<file path="config.mk">
export PLATFORM = sky130hd
export DESIGN_NAME = irq_status_unit
export DESIGN_NICKNAME = d
export VERILOG_FILES = /design/src/rtl/irq_pkg.sv /design/src/rtl/irq_event_latch.sv /design/src/rtl/irq_reg_file.sv /design/src/rtl/irq_req_gen.sv /design/src/rtl/irq_status_unit.sv
export SDC_FILE = /design/constraint.sdc
export NUM_CORES = 1
export LEC_CHECK = 0
export BUFFER_PORTS_ARGS = -buffer_cell sky130_fd_sc_hd__buf_2
export CELL_PAD_IN_SITES_DETAIL_PLACEMENT = 0
export CELL_PAD_IN_SITES_GLOBAL_PLACEMENT = 1
export CORE_AREA = 2 2 99 101
export CTS_CLUSTER_SIZE = 8
export DETAILED_ROUTE_END_ITERATION = 12
export DIE_AREA = 0 0 101 103
export PLACE_DENSITY = 0.79
export SYNTH_ARGS = -nofsm -noshare
export SYNTH_HDL_FRONTEND = slang
export SYNTH_SLANG_ARGS = --single-unit
</file>
<file path="constraint.sdc">
create_clock -name clk -period 2 [get_ports clk]
set_clock_uncertainty 0.05 [all_clocks]
set_input_delay 0.3 -clock clk [delete_from_list [all_inputs] [get_ports clk]]
set_output_delay 0.3 -clock clk [all_outputs]
set_load 0.02 [all_outputs]
</file>
<file path="src/rtl/irq_pkg.sv">
package irq_pkg;
  localparam int STAT_W = 26;
  localparam int DATA_W = 32;
  localparam int ADDR_W = 8;
  localparam int SUM_BIT = 15;
  localparam int HI_LO = 16;
  localparam int RXD_BIT = 1;
  localparam int TXD_BIT = 7;
  localparam logic [ADDR_W-1:0] OFS_STAT = 8'h10;
  localparam logic [ADDR_W-1:0] OFS_MASK = 8'h14;
  localparam logic [ADDR_W-1:0] OFS_ENAB = 8'h18;
  // bits that a pulse may set: 0..14, 16, 20..25
  localparam logic [STAT_W-1:0] LATCH_OK = 26'h3F1_7FFF;
endpackage

</file>
<file path="src/rtl/irq_event_latch.sv">
module irq_event_latch
  import irq_pkg::*;
(
  input  logic              clk,
  input  logic              rst,
  input  logic [STAT_W-1:0] evt_i,
  input  logic              rx_dflag_i,
  input  logic              tx_dflag_i,
  input  logic              clr_i,
  output logic [STAT_W-1:0] stat_o
);
  logic [STAT_W-1:0] gated;
  logic [STAT_W-1:0] stat_q;

  always_comb begin
    gated = evt_i & LATCH_OK;
    gated[RXD_BIT] = evt_i[RXD_BIT] & rx_dflag_i;
    gated[TXD_BIT] = evt_i[TXD_BIT] & tx_dflag_i;
  end

  always_ff @(posedge clk) begin
    if (rst) stat_q <= '0;
    else if (clr_i) stat_q <= gated;
    else stat_q <= stat_q | gated;
  end

  assign stat_o = stat_q;

  p_sticky_r12: assert property (@(posedge clk) disable iff (rst)
    !clr_i |=> ((stat_q & $past(stat_q)) == $past(stat_q)));
  p_clear_r3: assert property (@(posedge clk) disable iff (rst)
    (clr_i && evt_i == '0) |=> stat_q == '0);
  p_reserved_r5: assert property (@(posedge clk) disable iff (rst)
    stat_q[19:17] == 3'b000 && stat_q[SUM_BIT] == 1'b0);
  p_rxdesc_gate_r6: assert property (@(posedge clk) disable iff (rst)
    (clr_i && !rx_dflag_i) |=> !stat_q[RXD_BIT]);
endmodule

</file>
<file path="src/rtl/irq_reg_file.sv">
module irq_reg_file
  import irq_pkg::*;
(
  input  logic              clk,
  input  logic              rst,
  input  logic              bus_sel,
  input  logic              bus_wr,
  input  logic [ADDR_W-1:0] bus_addr,
  input  logic [DATA_W-1:0] bus_wdata,
  input  logic [STAT_W-1:0] stat_view_i,
  output logic [DATA_W-1:0] bus_rdata,
  output logic [STAT_W-1:0] mask_o,
  output logic              en_o,
  output logic              clr_o
);
  localparam int PAD_W = DATA_W - STAT_W;
  logic [STAT_W-1:0] mask_q;
  logic              en_q;
  logic [DATA_W-1:0] rdata_q;
  logic [DATA_W-1:0] rmux;
  logic              rd;

  assign rd    = bus_sel && !bus_wr;
  assign clr_o = rd && (bus_addr == OFS_STAT);

  always_comb begin
    unique case (bus_addr)
      OFS_STAT: rmux = {{PAD_W{1'b0}}, stat_view_i};
      OFS_MASK: rmux = {{PAD_W{1'b0}}, mask_q};
      OFS_ENAB: rmux = {{(DATA_W-1){1'b0}}, en_q};
      default:  rmux = '0;
    endcase
  end

  always_ff @(posedge clk) begin
    if (rst) begin
      mask_q  <= '0;
      en_q    <= 1'b0;
      rdata_q <= '0;
    end else begin
      if (bus_sel && bus_wr && bus_addr == OFS_MASK) mask_q <= bus_wdata[STAT_W-1:0];
      if (bus_sel && bus_wr && bus_addr == OFS_ENAB) en_q <= bus_wdata[0];
      if (rd) rdata_q <= rmux;
    end
  end

  assign bus_rdata = rdata_q;
  assign mask_o    = mask_q;
  assign en_o      = en_q;

  p_mask_hold_r7: assert property (@(posedge clk) disable iff (rst)
    !(bus_sel && bus_wr) |=> $stable(mask_q) && $stable(en_q));
endmodule

</file>
<file path="src/rtl/irq_req_gen.sv">
module irq_req_gen
  import irq_pkg::*;
(
  input  logic              clk,
  input  logic              rst,
  input  logic [STAT_W-1:0] stat_view_i,
  input  logic [STAT_W-1:0] mask_i,
  input  logic              en_i,
  output logic              irq_o
);
  logic irq_q;

  always_ff @(posedge clk) begin
    if (rst) irq_q <= 1'b0;
    else irq_q <= en_i && |(stat_view_i & mask_i);
  end

  assign irq_o = irq_q;

  p_irq_enable_r8: assert property (@(posedge clk) disable iff (rst)
    !en_i |=> !irq_q);
  p_irq_drop_r9: assert property (@(posedge clk) disable iff (rst)
    (stat_view_i == '0) |=> !irq_q);
endmodule

</file>
<file path="src/rtl/irq_status_unit.sv">
module irq_status_unit
  import irq_pkg::*;
(
  input  logic              clk,
  input  logic              rst,
  input  logic              bus_sel,
  input  logic              bus_wr,
  input  logic [ADDR_W-1:0] bus_addr,
  input  logic [DATA_W-1:0] bus_wdata,
  output logic [DATA_W-1:0] bus_rdata,
  input  logic [STAT_W-1:0] evt_i,
  input  logic              rx_dflag_i,
  input  logic              tx_dflag_i,
  output logic              irq_o
);
  logic [STAT_W-1:0] stat_raw, stat_view, mask;
  logic              en, clr;

  irq_event_latch u_latch (
    .clk(clk), .rst(rst), .evt_i(evt_i), .rx_dflag_i(rx_dflag_i),
    .tx_dflag_i(tx_dflag_i), .clr_i(clr), .stat_o(stat_raw)
  );

  // bit 15 summarises the upper error group
  always_comb begin
    stat_view = stat_raw;
    stat_view[SUM_BIT] = |stat_raw[STAT_W-1:HI_LO];
  end

  irq_reg_file u_regs (
    .clk(clk), .rst(rst), .bus_sel(bus_sel), .bus_wr(bus_wr),
    .bus_addr(bus_addr), .bus_wdata(bus_wdata), .stat_view_i(stat_view),
    .bus_rdata(bus_rdata), .mask_o(mask), .en_o(en), .clr_o(clr)
  );

  irq_req_gen u_req (
    .clk(clk), .rst(rst), .stat_view_i(stat_view), .mask_i(mask),
    .en_i(en), .irq_o(irq_o)
  );

  p_reset_quiet_r1: assert property (@(posedge clk)
    $past(rst) |-> !irq_o);
endmodule

</file>
* Word-level counts from Yosys, hierarchy flattened
Index checks and enable logic that the tools add are counted. Widths: inputs -> output; s select.
Word-level totals: flip-flop bits (word level) 86, bits of input ports 72, output and inout port bits 33, logic and storage cells 25
Cells by class: eq/ne operators 3, muxes and demuxes 2, bitwise logic cells 4, reductions and logical operators 10
Operators with widths (count):
- $pmux 26 s3 | 1
- $and 26x26->26 | 1
- $mux 26 | 1
- $or 26x26->26 | 1
- $reduce_or 26->1 | 1
- $eq 8x5->1 const B | 3
- $reduce_or 10->1 | 1
- $logic_and 1x1->1 | 6
- $and 1x1->1 | 2
- $reduce_or 2->1 | 1
- $logic_not 1->1 | 1

* Depth between registers and ports, before layout
depth in word-level cells 4, depth in mapped cells 7, gate-level depth less buffers 4

* Hierarchy
Synthesis repeated with hierarchy kept, for this count alone.
Second synthesis, totals: cells, all modules 403, area total of the unflattened synthesis 3681.0 sq um
Modules (own cells, without submodules):
- irq_reg_file | instances 1, cells each 283, area an instance 2657.5 sq um
- irq_event_latch | instances 1, cells each 97, area an instance 835.8 sq um
- irq_req_gen | instances 1, cells each 19, area an instance 166.4 sq um
- irq_status_unit | instances 1, cells each 4, area an instance 21.3 sq um

* Worst setup path before layout
No wires, ideal clock.
path kind input-to-reg, start input port bus_addr[7], end register u_regs.mask_q[10], in the netlist u_regs.mask_o[10], library setup time 0.132 ns, data arrival time 1.836 ns, required time 1.818 ns, slack -0.018 ns, cell stages on the path 7, path buffers 3, cell sequence or4_4 -> buf_6 -> or3_2 -> buf_2 -> buf_2 -> nand2_1 -> a21oi_1
On the way: word-level cells in the longest chain between the ends 2
RTL lines:
- start: declaration | RTL line irq_status_unit.sv:8 | input logic [ADDR_W-1:0] bus_addr,
- $eq 8x5->1 | RTL line irq_reg_file.sv:41 | if (bus_sel && bus_wr && bus_addr == OFS_MASK) mask_q <= bus_wdata[STAT_W-1:0];
- $logic_and 1x1->1 | RTL line irq_reg_file.sv:41
- end signal: assignment | RTL line irq_reg_file.sv:41
- end: declaration | RTL line irq_reg_file.sv:17 | logic [STAT_W-1:0] mask_q;
No other way between the ends. A chain may end at the register's enable or synchronous reset.

* Final worst setup path
start input port bus_addr[7], end register u_regs.rdata_q[21], in the netlist u_regs.bus_rdata[21]
On the way: word-level cells in the longest chain between the ends 2, elaborated cells on any way between the ends 4, classes of those cells eq/ne (3); mux (1)
RTL lines:
- $eq 8x5->1 | RTL line irq_reg_file.sv:27 | unique case (bus_addr)
- $pmux 26 s3 * | RTL line irq_reg_file.sv:27
- end signal: assignment | RTL line irq_reg_file.sv:43 | if (rd) rdata_q <= rmux;
- end: declaration | RTL line irq_reg_file.sv:19 | logic [DATA_W-1:0] rdata_q;
Mark *: on every way between the ends. The rest lies on a longest branch, timed or not.

==> run summary <==
The run finished with clean final reports. The via count of the first global-routing pass came out at 2616. TritonCTS built the clock tree.

Buffers inserted to repair hold after CTS numbered 0. The cell area that synthesis handed to floorplanning was 3020 um2. The number of standard cells after synthesis was 315; the routed length on met2 was 3770 um.

Port buffering added 88 buffers. The ratio of routed vias to standard cells was 4.98; the areal power density over the cells was 808 nW/um2. The clock-pin slew on the worst setup and hold paths is 0.08 ns. Counting cells, the worst reg-to-reg path comes to 4. After the first detailed-routing iteration, the DRC count stood at 72. On the critical path, the stage with the largest delay is an instance of or4_4.

CTS placed an instance of clkbuf_8 at the clock tree root. The number of antenna diodes in the final layout is 0. The tools report the half-perimeter wire length of the detailed placement result as 6030 um. Summed over all layers, the routed wires come to 8130 um.

The area share of the leading cell type in the synthesized netlist was 50.4%. The first global-routing pass estimated 12900 um of wire. The signal on the critical path passes through buf_2 -> or4_4 -> or2_1 -> or4_4 -> buf_12 -> o21ai_2. After detailed routing, no signal wire sits above met4.

The total overflow left after global routing is 0. The post-synthesis area per instance was 9.58 um2; the clock latency at the later pin of the worst-skew pair was 0.35 ns. The area growth from synthesis to layout is 26.8%.

Setup repair after global routing left no endpoint under its margin. The smallest clock period supported by the final layout is computed as 1.76 ns. Gates resized during post-CTS repair numbered 0. For this design the static power due to leakage is 1.64 nW. The run gives 16.2% as the overall global routing resource usage. Setup slack closes at 0.243 ns. The run gives 31.9% as the starting density of the core. Ranked by total cell area, the synthesized netlist is headed by dfxtp_1, nand2_1, mux2i_1. The average wire per cell in the routed design is 15.5 um, and the pin count of the biggest net entering global routing is 29.

Total power for the finished layout comes to 3.09 mW. In this run the standard cell core region covers 9460 um2. After detailed placement, the total cell area comes to 3610 um2. In this run the deepest clock path goes through 2 buffers. On the worst path, the slowest cell contributes a delay of 0.53 ns. The most common cell after layout, fill and taps aside was buf_2. The initial antenna violation count is 0, and the number of nets with antenna violations after detailed routing is 0. The logs give 36 for the number of standard-cell rows in the floorplan and 2.23 ns for the critical path data required time.

IR analysis of the VDD net gives a maximum drop of 0.332 mV. In this run the critical register-to-register path is captured at u_req.irq_o. The final critical path takes up 87.8% of the cycle.

For this design, the sink count on the clock tree is 76. In the layout the commonest cells are buf_2, dfxtp_1, nand2_1. For this run, the top clock speed supported by timing is 569 MHz. For hold timing, the worst endpoint is u_latch.stat_o[6]. Most frequent cell on the critical path: or4_4. Counting distinct cell types in the post-synthesis netlist gives 34. The TritonCTS buffer count is 9. The number of failing hold endpoints at the final stage is 0, and the sequential cell area fraction in the yosys report is 50.4%.

The first TritonRoute pass finished after 4 iterations. The kind of path behind the tightest hold check was in -> reg. The final design instance area without fill is 3820 um2. Number of max-slew violations in the final report: 0. The worst-case setup slack after placement came out at -0.110 ns.

For this run, the post-layout net count is 478. The number of top-level pins was 105. The worst hold path passes through 2 cells. The number of buffers and inverters on the critical path was 2; the count of max-cap constraint violations was 0.

Summed over all nets, wire length on met3 after detailed routing comes to 523 um. In this design, the largest share of critical-path delay is due to simple AND/OR/NAND/NOR gates. The startpoint identified for the worst register-to-register timing path is u_latch.stat_o[1].

Of all nets on the critical path, the largest fanout is 14. The worst setup path is launched from an input pin. The critical path in this run is classified as in -> reg. Summed over all failing endpoints, the final setup total negative slack is 0 ns. The placer congestion estimate is 0.856, and the floorplan die width is 101 um.

The register-to-register setup slack was 0.48 ns. Data arrives at the worst endpoint at 1.99 ns. Final setup violation count: 0.

Synthesis inferred 76 register bits. The dominant cell type by area after synthesis was dfxtp_1. The startpoint identified for the worst hold timing path is evt_i[6].

The worst setup path is captured at a register. The full die area came out at 10400 um2. The vertical die dimension came out at 103 um. Detailed routing inserted a total of 2616 vias. In the routed design, unresolved DRC markers number 0. In this run the post-CTS setup repair buffer count came out at 0. The fraction of final layout cells with drive strength greater than 1 was 35.0%; the total of warnings raised by yosys was 0. The met1 wire length was 3750 um. The clock tree synthesis step divided the H-tree into 3 levels.
-- synth_stat cells --
cell type,count
buf_1,3
nor3_1,3
nand2_1,74
nand3b_1,1
clkbuf_1,10
or4_4,2
nor3_2,1
nand4_1,1
nor2_1,3
a22o_1,24
or2_1,1
mux2i_1,23
a32o_1,5
a221oi_1,4
nand3_1,2
buf_4,6
buf_6,3
conb_1,1
inv_1,1
o21ai_2,20
buf_2,5
a22oi_1,4
o21ai_0,3
or3b_2,1
o311a_1,1
a21boi_0,1
dfxtp_1,76
nand4b_1,1
nor4_1,3
and2_1,1
nand2b_1,1
or2b_2,1
a21oi_1,28
or3_2,1
-- where the power goes --
part / internal (mW) / switching, mW
sequential: 1.55 / 0.0394
combinational: 0.108 / 0.118
clock: 0.698 / 0.572
total: 2.36 / 0.730
-- per-stage QoR --
step	std cells	utilization [%]	hold WS, ns
6_report	525	40.4	0.121
3_5_place_dp	509	38.1	0.391
3_3_place_gp	509	38.1	0.388
2_1_floorplan	320	-	0.383
4_1_cts	525	40.4	0.106
5_1_grt	525	40.4	0.0992
-- area by class of cell --
class                      instances  area, um2
fill                             993       5640
sequential                        76       1520
multi-input combinational        216       1360
timing repair buffer             102        583
tap                              114        143
clock buffer                       9        124
clock inverter                     7       91.3
inverter                           1       3.75
-- layer usage --
metal	track usage (%)	vias up
li1	-	1296
met1	20.9	1240
met2	26.2	72
met3	4.81	8
met4	5.61	0
met5	0	-
-- flip-flops by register name (all words and copies together) (netlist names) --
name / cells
u_regs.bus_rdata: 26
u_req.irq_o: 1
u_regs.en_o: 1
u_regs.mask_o: 26
u_latch.stat_o: 22
-- cell families (layout without fill, tap and decap cells) --
logic type | Yosys count | in the layout | share of synthesized area, %
multiplexers | 23 | 23 | 7.63
AND/OR/NAND/NOR | 97 | 97 | 14.3
buffers and inverters | 28 | 119 | 5.18
flip-flops | 76 | 76 | 50.4
other | 1 | 6 | 0.124
AO/OA/AOI/OAI | 90 | 90 | 22.3
-- how the worst max path moves through the flow --
stage / end / from / depth (start not counted) / slack, ns
5_1_grt: u_regs.bus_rdata[25] / bus_addr[7] / 6 / 0.21
4_1_cts: u_regs.bus_rdata[16] / bus_addr[7] / 6 / 0.26
3_3_place_gp: u_regs.bus_rdata[24] / bus_addr[7] / 6 / -0.09
6_report: u_regs.bus_rdata[21] / bus_addr[7] / 6 / 0.24
2_1_floorplan: u_regs.bus_rdata[14] / bus_addr[7] / 6 / -0.01
3_5_place_dp: u_regs.bus_rdata[16] / bus_addr[7] / 6 / -0.11
Note: power is estimated with default switching activity, not from simulation.
